[config.mk]
export PLATFORM = sky130hd
export DESIGN_NAME = trace_port_ctrl
export DESIGN_NICKNAME = d
export VERILOG_FILES = /design/src/rtl/trace_port_pkg.sv /design/src/rtl/trace_clk_gate.sv /design/src/rtl/trace_pin_map.sv /design/src/rtl/trace_cfg_check.sv /design/src/rtl/trace_serializer.sv /design/src/rtl/trace_port_ctrl.sv
export SDC_FILE = /design/constraint.sdc
export NUM_CORES = 1
export LEC_CHECK = 0
export ABC_AREA = 1
export BUFFER_PORTS_ARGS = -buffer_cell sky130_fd_sc_hd__buf_4
export CAP_MARGIN = 20
export CORE_ASPECT_RATIO = 1.4
export CORE_MARGIN = 2
export CORE_UTILIZATION = 56
export DETAILED_ROUTE_END_ITERATION = 8
export PLACE_DENSITY = 0.84
export SETUP_SLACK_MARGIN = 0.02
export SYNTH_ARGS = -nofsm -noshare
export SYNTH_HDL_FRONTEND = slang
export SYNTH_SLANG_ARGS = --single-unit
[constraint.sdc]
create_clock -name clk -period 3.3 [get_ports clk]
set_input_delay 0.495 -clock clk [delete_from_list [all_inputs] [get_ports clk]]
set_output_delay 0.495 -clock clk [all_outputs]
set_load 0.05 [all_outputs]
[src/rtl/trace_port_pkg.sv]
package trace_port_pkg;

   typedef enum logic [1:0] {
      TM_ASYNC = 2'b00,
      TM_SYNC1 = 2'b01,
      TM_SYNC2 = 2'b10,
      TM_SYNC4 = 2'b11
   } trace_mode_e;

   localparam logic [1:0] PROTO_PORT = 2'b00;
   localparam logic [1:0] PROTO_SW_A = 2'b01;
   localparam logic [1:0] PROTO_SW_B = 2'b10;

   // expected port-size code for a synchronous mode (one-hot style)
   function automatic logic [3:0] size_code(input logic [1:0] m);
      case (m)
         TM_SYNC1: size_code = 4'h1;
         TM_SYNC2: size_code = 4'h2;
         TM_SYNC4: size_code = 4'h8;
         default:  size_code = 4'h0;
      endcase
   endfunction

   // number of data pins a mode drives
   function automatic logic [2:0] lane_count(input logic [1:0] m);
      case (m)
         TM_SYNC1: lane_count = 3'd1;
         TM_SYNC2: lane_count = 3'd2;
         TM_SYNC4: lane_count = 3'd4;
         default:  lane_count = 3'd0;
      endcase
   endfunction

endpackage

[src/rtl/trace_clk_gate.sv]
module trace_clk_gate #(
   parameter int DELAY = 2
) (
   input  logic clk,
   input  logic rst_n,
   input  logic io_en,
   output logic gate
);

   logic hist_all;

   generate
      if (DELAY < 1) begin : g_bad_delay
         $error("trace_clk_gate: DELAY must be at least 1");
      end
      if (DELAY == 1) begin : g_single
         logic hist_q;
         always_ff @(posedge clk or negedge rst_n) begin
            if (!rst_n) hist_q <= 1'b0;
            else        hist_q <= io_en;
         end
         assign hist_all = hist_q;
      end else begin : g_chain
         logic [DELAY-1:0] hist_q;
         always_ff @(posedge clk or negedge rst_n) begin
            if (!rst_n) hist_q <= '0;
            else        hist_q <= {hist_q[DELAY-2:0], io_en};
         end
         // every stage high means io_en was sampled high DELAY edges in a row
         assign hist_all = &hist_q;
      end
   endgenerate

   assign gate = io_en & hist_all;

   p_gate_off_r5: assert property (@(posedge clk) disable iff (!rst_n)
      !io_en |-> !gate);

   p_gate_history_r4: assert property (@(posedge clk) disable iff (!rst_n)
      gate |-> $past(io_en));

endmodule

[src/rtl/trace_pin_map.sv]
module trace_pin_map
   import trace_port_pkg::*;
#(
   parameter int LANES_MAX = 4,
   localparam int LW = $clog2(LANES_MAX) + 1
) (
   input  logic                 clk,
   input  logic                 rst_n,
   input  logic                 io_en,
   input  logic [1:0]           mode,
   output logic                 swo_en,
   output logic                 tclk_en,
   output logic                 sync_sel,
   output logic [LW-1:0]        lanes,
   output logic [LANES_MAX-1:0] data_en
);

   assign sync_sel = io_en && (mode != TM_ASYNC);
   assign swo_en   = io_en && (mode == TM_ASYNC);
   assign tclk_en  = sync_sel;
   assign lanes    = sync_sel ? LW'(lane_count(mode)) : '0;

   genvar i;
   generate
      for (i = 0; i < LANES_MAX; i++) begin : g_lane
         localparam logic [LW-1:0] IDX = LW'(i);
         assign data_en[i] = (IDX < lanes);
      end
   endgenerate

   p_swo_exclusive_r2: assert property (@(posedge clk) disable iff (!rst_n)
      swo_en |-> (!tclk_en && data_en == '0));

   p_lane_shape_r3: assert property (@(posedge clk) disable iff (!rst_n)
      $onehot0({1'b0, data_en} + 1'b1));

   p_off_quiet_r1: assert property (@(posedge clk) disable iff (!rst_n)
      !io_en |-> (!swo_en && !tclk_en && data_en == '0));

endmodule

[src/rtl/trace_cfg_check.sv]
module trace_cfg_check
   import trace_port_pkg::*;
#(
   parameter int SIZE_W = 4
) (
   input  logic              clk,
   input  logic              rst_n,
   input  logic              io_en,
   input  logic [1:0]        mode,
   input  logic [SIZE_W-1:0] port_size,
   input  logic [1:0]        protocol,
   output logic              mismatch
);

   logic async_bad;
   logic sync_bad;

   generate
      if (SIZE_W < 4) begin : g_bad_size
         $error("trace_cfg_check: SIZE_W must hold code 0x8");
      end
   endgenerate

   assign async_bad = (protocol != PROTO_SW_A) && (protocol != PROTO_SW_B);
   assign sync_bad  = (protocol != PROTO_PORT) ||
                      (port_size != SIZE_W'(size_code(mode)));

   always_comb begin
      if (!io_en)                  mismatch = 1'b0;
      else if (mode == TM_ASYNC)   mismatch = async_bad;
      else                         mismatch = sync_bad;
   end

   p_quiet_off_r10: assert property (@(posedge clk) disable iff (!rst_n)
      !io_en |-> !mismatch);

   p_async_ok_r9: assert property (@(posedge clk) disable iff (!rst_n)
      (io_en && mode == TM_ASYNC && protocol == PROTO_SW_A) |-> !mismatch);

   p_sync_proto_r8: assert property (@(posedge clk) disable iff (!rst_n)
      (io_en && mode != TM_ASYNC && protocol != PROTO_PORT) |-> mismatch);

endmodule

[src/rtl/trace_serializer.sv]
module trace_serializer #(
   parameter int BYTE_W    = 8,
   parameter int LANES_MAX = 4,
   localparam int LW = $clog2(LANES_MAX) + 1,
   localparam int CW = $clog2(BYTE_W)
) (
   input  logic                 clk,
   input  logic                 rst_n,
   input  logic                 active,
   input  logic [LW-1:0]        lanes,
   input  logic [BYTE_W-1:0]    byte_in,
   input  logic                 byte_valid,
   output logic [LANES_MAX-1:0] data_out,
   output logic                 byte_ready
);

   logic              busy_q;
   logic [BYTE_W-1:0] shreg_q;
   logic [CW-1:0]     cnt_q;
   logic [LW-1:0]     lanes_q;
   logic [CW-1:0]     slices_m1;
   logic              last;
   logic              load;

   always_comb begin
      case (lanes)
         LW'(1):  slices_m1 = CW'(BYTE_W - 1);
         LW'(2):  slices_m1 = CW'(BYTE_W / 2 - 1);
         default: slices_m1 = CW'(BYTE_W / LANES_MAX - 1);
      endcase
   end

   assign last       = busy_q && (cnt_q == '0);
   assign byte_ready = active && (!busy_q || last);
   assign load       = byte_ready && byte_valid;

   always_ff @(posedge clk or negedge rst_n) begin
      if (!rst_n) begin
         busy_q  <= 1'b0;
         shreg_q <= '0;
         cnt_q   <= '0;
         lanes_q <= '0;
      end else if (!active) begin
         busy_q <= 1'b0;
      end else if (load) begin
         busy_q  <= 1'b1;
         shreg_q <= byte_in;
         cnt_q   <= slices_m1;
         lanes_q <= lanes;
      end else if (busy_q) begin
         if (last) begin
            busy_q <= 1'b0;
         end else begin
            shreg_q <= shreg_q >> lanes_q;
            cnt_q   <= cnt_q - 1'b1;
         end
      end
   end

   genvar i;
   generate
      for (i = 0; i < LANES_MAX; i++) begin : g_out
         localparam logic [LW-1:0] IDX = LW'(i);
         assign data_out[i] = active && busy_q && (IDX < lanes_q) && shreg_q[i];
      end
   endgenerate

   p_idle_not_ready_r7: assert property (@(posedge clk) disable iff (!rst_n)
      !active |-> !byte_ready);

   p_byte_continues_r6: assert property (@(posedge clk) disable iff (!rst_n)
      (active && busy_q && !last) |=> busy_q);

   p_drop_clears_r5: assert property (@(posedge clk) disable iff (!rst_n)
      !active |=> !busy_q);

endmodule

[src/rtl/trace_port_ctrl.sv]
module trace_port_ctrl
   import trace_port_pkg::*;
#(
   parameter int BYTE_W    = 8,
   parameter int LANES_MAX = 4,
   parameter int SIZE_W    = 4,
   parameter int CLK_DELAY = 2
) (
   input  logic                 clk,
   input  logic                 rst_n,
   input  logic                 io_en,
   input  logic [1:0]           mode,
   input  logic [SIZE_W-1:0]    port_size,
   input  logic [1:0]           protocol,
   input  logic [BYTE_W-1:0]    byte_in,
   input  logic                 byte_valid,
   output logic                 tclk_gate,
   output logic                 swo_pin_en,
   output logic                 tclk_pin_en,
   output logic [LANES_MAX-1:0] data_pin_en,
   output logic [LANES_MAX-1:0] data_out,
   output logic                 byte_ready,
   output logic                 cfg_mismatch
);

   localparam int LW = $clog2(LANES_MAX) + 1;

   generate
      if (LANES_MAX != 4) begin : g_bad_lanes
         $error("trace_port_ctrl: mode field encodes exactly 4 data pins");
      end
      if (BYTE_W % LANES_MAX != 0) begin : g_bad_byte
         $error("trace_port_ctrl: BYTE_W must divide by LANES_MAX");
      end
   endgenerate

   logic          sync_sel;
   logic [LW-1:0] lanes;

   trace_clk_gate #(.DELAY(CLK_DELAY)) u_gate (
      .clk   (clk),
      .rst_n (rst_n),
      .io_en (io_en),
      .gate  (tclk_gate)
   );

   trace_pin_map #(.LANES_MAX(LANES_MAX)) u_map (
      .clk      (clk),
      .rst_n    (rst_n),
      .io_en    (io_en),
      .mode     (mode),
      .swo_en   (swo_pin_en),
      .tclk_en  (tclk_pin_en),
      .sync_sel (sync_sel),
      .lanes    (lanes),
      .data_en  (data_pin_en)
   );

   trace_cfg_check #(.SIZE_W(SIZE_W)) u_cfg (
      .clk       (clk),
      .rst_n     (rst_n),
      .io_en     (io_en),
      .mode      (mode),
      .port_size (port_size),
      .protocol  (protocol),
      .mismatch  (cfg_mismatch)
   );

   trace_serializer #(.BYTE_W(BYTE_W), .LANES_MAX(LANES_MAX)) u_ser (
      .clk        (clk),
      .rst_n      (rst_n),
      .active     (tclk_gate && sync_sel),
      .lanes      (lanes),
      .byte_in    (byte_in),
      .byte_valid (byte_valid),
      .data_out   (data_out),
      .byte_ready (byte_ready)
   );

   p_ready_needs_gate_r7: assert property (@(posedge clk) disable iff (!rst_n)
      byte_ready |-> (tclk_gate && tclk_pin_en));

   p_data_in_lanes_r6: assert property (@(posedge clk) disable iff (!rst_n)
      (data_out & ~data_pin_en) == '0);

endmodule

==> results.sh <==
export IMPL_rsz0062_at_grt="no"
export IMPL_yosysMostFrequentCell="nand2_1"
export IMPL_busiest_layer="met2"
export IMPL_drive_above_1_share_pct=17.6
export IMPL_finalMaxSlewViolations=0
export IMPL_synth_top_family_by_area="simple AND/OR/NAND/NOR gates"
export IMPL_maxSlewHeadroom_pct=75.5
export IMPL_postCtsSetupBuffers=0
export IMPL_synth_top_area_share_pct=32.9
export IMPL_max_vdd_ir_drop_v=0.000287
export IMPL_drtIter0Drc=30
export IMPL_fp_dieW_um=44.6
export IMPL_yosysSeqAreaShare_pct=32.9
export IMPL_cts_resized=0
export IMPL_syn_area_um2=1290
export IMPL_wl_um=3010
export IMPL_antenna_found_initial=0
export IMPL_final_nets=257
export IMPL_synth_edf_count=0
export IMPL_fp_dieH_um=60.8
export IMPL_fmax_ghz=0.428
export IMPL_cellPowerDensity_nw_per_um2=454
export IMPL_place_congestion=0.900
export IMPL_reg2reg_from="u_ser.cnt_q[0]$_DFFE_PN0P_"
export IMPL_synth_main_ff_cell="dfrtp_1"
export IMPL_port_buffers=32
export IMPL_met2_usage_pct=46.2
export IMPL_min_path_type="in2async"
export IMPL_max_cap_viol_count=0
export IMPL_clockPowerShare_pct=17.6
export IMPL_clk_pin_slew_ns=0.12
export IMPL_intPower_uw=406
export IMPL_syn_inst=204
export IMPL_synth_xor_area_share_pct=0
export IMPL_cts_inserted_buffers=3
export IMPL_grt_pass1_vias=1312
export IMPL_setup_worst_path_start_class="register"
export IMPL_clockBufferDepth=2
export IMPL_start_util_pct=59.4
export IMPL_tightest_slew_ns=0.366
export IMPL_postCtsHoldBufs=0
export IMPL_clockRootBuffer="clkbuf_4"
export IMPL_comb_power_share_pct=38.8
export IMPL_yosys_top_cells_area="dfrtp_1 33%, nand2_1 20%, inv_1 9.6%"
export IMPL_syn_nets=227
export IMPL_reg2reg_slack_ns=1.28
export IMPL_p_leak_nw=0.902
export IMPL_setup_viol=0
export IMPL_drtPass1Iterations=4
export IMPL_synth_adder_area_share_pct=2.90
export IMPL_routedWlPerCell_um=11.8
export IMPL_grt_max_degree=18
export IMPL_critical_path_class="reg2out"
export IMPL_arrival_ns=1.84
export IMPL_min_period_ns=2.34
export IMPL_finalSetupTns_ns=0
export IMPL_dp_hpwl_um=2420
export IMPL_grt_pass1_wl_um=5090
export IMPL_seq_area_um2=425
export IMPL_h_tree_depth=1
export IMPL_ys_seq_elements=17
export IMPL_r2r_end="u_ser.shreg_q[3]$_DFFE_PN0P_"
export IMPL_status="finished clean"
export IMPL_pwr_share_seq_pct=43.5
export IMPL_num_rows=20
export IMPL_fp_dieArea_um2=2710
export IMPL_yosys_area_share_simple_pct=43.0
export IMPL_grt_use_met3_pct=2.68
export IMPL_whs_ns=0.0159
export IMPL_synth_warnings=0
export IMPL_synthMuxAreaShare_pct=0
export IMPL_reg2reg_depth=12
export IMPL_crit_fanout=12
export IMPL_end_kind="output pin"
export IMPL_multi_input_area_um2=683
export IMPL_syn_to_final_growth_pct=19.3
export IMPL_grt_usage_pct=25.0
export IMPL_clkLatencyLatePin_ns=0.31
export IMPL_syn_mean_instance_area_um2=6.34
export IMPL_use_met1_pct=26.8
export IMPL_synthArstFlopShare_pct=100
export IMPL_grt_ovfl_total=0
export IMPL_drc=0
export IMPL_synth_compound_area_share_pct=6.97
export IMPL_cts_tree="yes"
export IMPL_switching_share_pct=42.0
export IMPL_fin_crit_sh_pct=70.9
export IMPL_switchingPower_uw=294
export IMPL_clkSinkCount=17
export IMPL_yosys_area_top_type="dfrtp_1"
export IMPL_viasPerCell=5.31
export IMPL_finClkSkew_ns=0.0130
export IMPL_synth_top_cells_by_count="69 x nand2_1, 33 x inv_1, 22 x nor2_1, 18 x nand3_1, 17 x dfrtp_1"
export IMPL_diodes=0
export IMPL_final_hold_violation_count=0
export IMPL_fillers=194
export IMPL_coreArea_um2=2180
export IMPL_vias=1355
export IMPL_ys_types=21
export IMPL_io_pins=33
export IMPL_crit_required_ns=2.80
export IMPL_antenna_left=0
## cell families (layout without fill, tap and decap cells)
kind of cell	Yosys count	count (layout)
DFF	17	17
buffers and inverters	43	72
adders and majority gates	3	3
and+or+nand+nor	124	124
AOI/OAI and AO/OA	17	17
## cell usage in the layout (no fill, tap or decap), drive strengths merged
master / n
nand2: 70
inv: 33
buf: 32
nor2: 25
nand3: 19
dfrtp: 17
o21ai: 8
nand4: 8
a21oi: 7
clkinv: 3
ha: 3
clkbuf: 3
nor3: 2
o211ai: 1
o21bai: 1
clkinvlp: 1
## sequential cells by signal (all words and copies together) (netlist names)
signal,flops
u_gate.g_chain.hist_q,2
u_ser.shreg_q,8
u_ser.lanes_q,3
u_ser.busy_q,1
u_ser.cnt_q,3
## layout make-up
class | count | area share (%)
Clock buffer | 3 | 1.46
Clock inverter | 1 | 0.487
Timing Repair Buffer | 32 | 15.6
Inverter | 36 | 8.77
Multi-Input combinational cell | 144 | 44.3
Tap cell | 22 | 1.79
Sequential cell | 17 | 27.6
## layer usage
metal | up-vias | share of wire [%]
li1 | 688 | -
met1 | 615 | 39
met2 | 39 | 53
met3 | 13 | 4.1
met4 | 0 | 4.3
met5 | - | 0
## critical path, cell delays in order (launching register included)
cell	delay, ns
dfrtp_1	0.40
inv_1	0.06
ha_1	0.14
ha_1	0.13
inv_1	0.04
nand2_1	0.28
inv_1	0.15
nor2_1	0.13
buf_4	0.20
## how the worst max path moves through the flow
stage,from,end,slack (ns),depth (start not counted)
after detailed placement,io_en,data_out[3],1.25,6
after CTS,u_ser.cnt_q[0]$_DFFE_PN0P_,byte_ready,0.95,8
after global placement,io_en,data_out[3],1.30,6
final,u_ser.cnt_q[0]$_DFFE_PN0P_,byte_ready,0.96,8
after global routing,u_ser.cnt_q[0]$_DFFE_PN0P_,byte_ready,0.84,8
after floorplan,io_en,data_out[3],0.78,4
## power by group through the flow
stage	clock network [mW]	registers, mW	logic (mW)
2_1_floorplan	0	0.287	0.216
3_3_place_gp	0	0.307	0.263
3_5_place_dp	0	0.309	0.270
4_1_cts	0.126	0.305	0.272
5_1_grt	0.131	0.312	0.315
6_report	0.123	0.305	0.272
## through the flow
step / util (%) / area (um2) / instances / total power, mW / setup slack [ns]
final: 70.8 / 1540 / 255 / 0.700 / 0.962
after floorplan: - / 1290 / 204 / 0.502 / 0.779
after global routing: 70.8 / 1540 / 255 / 0.757 / 0.843
after global placement: 69.4 / 1510 / 251 / 0.571 / 1.30
after detailed placement: 69.4 / 1510 / 251 / 0.579 / 1.25
after CTS: 70.8 / 1540 / 255 / 0.702 / 0.948
Note: power is estimated with default switching activity, not from simulation.
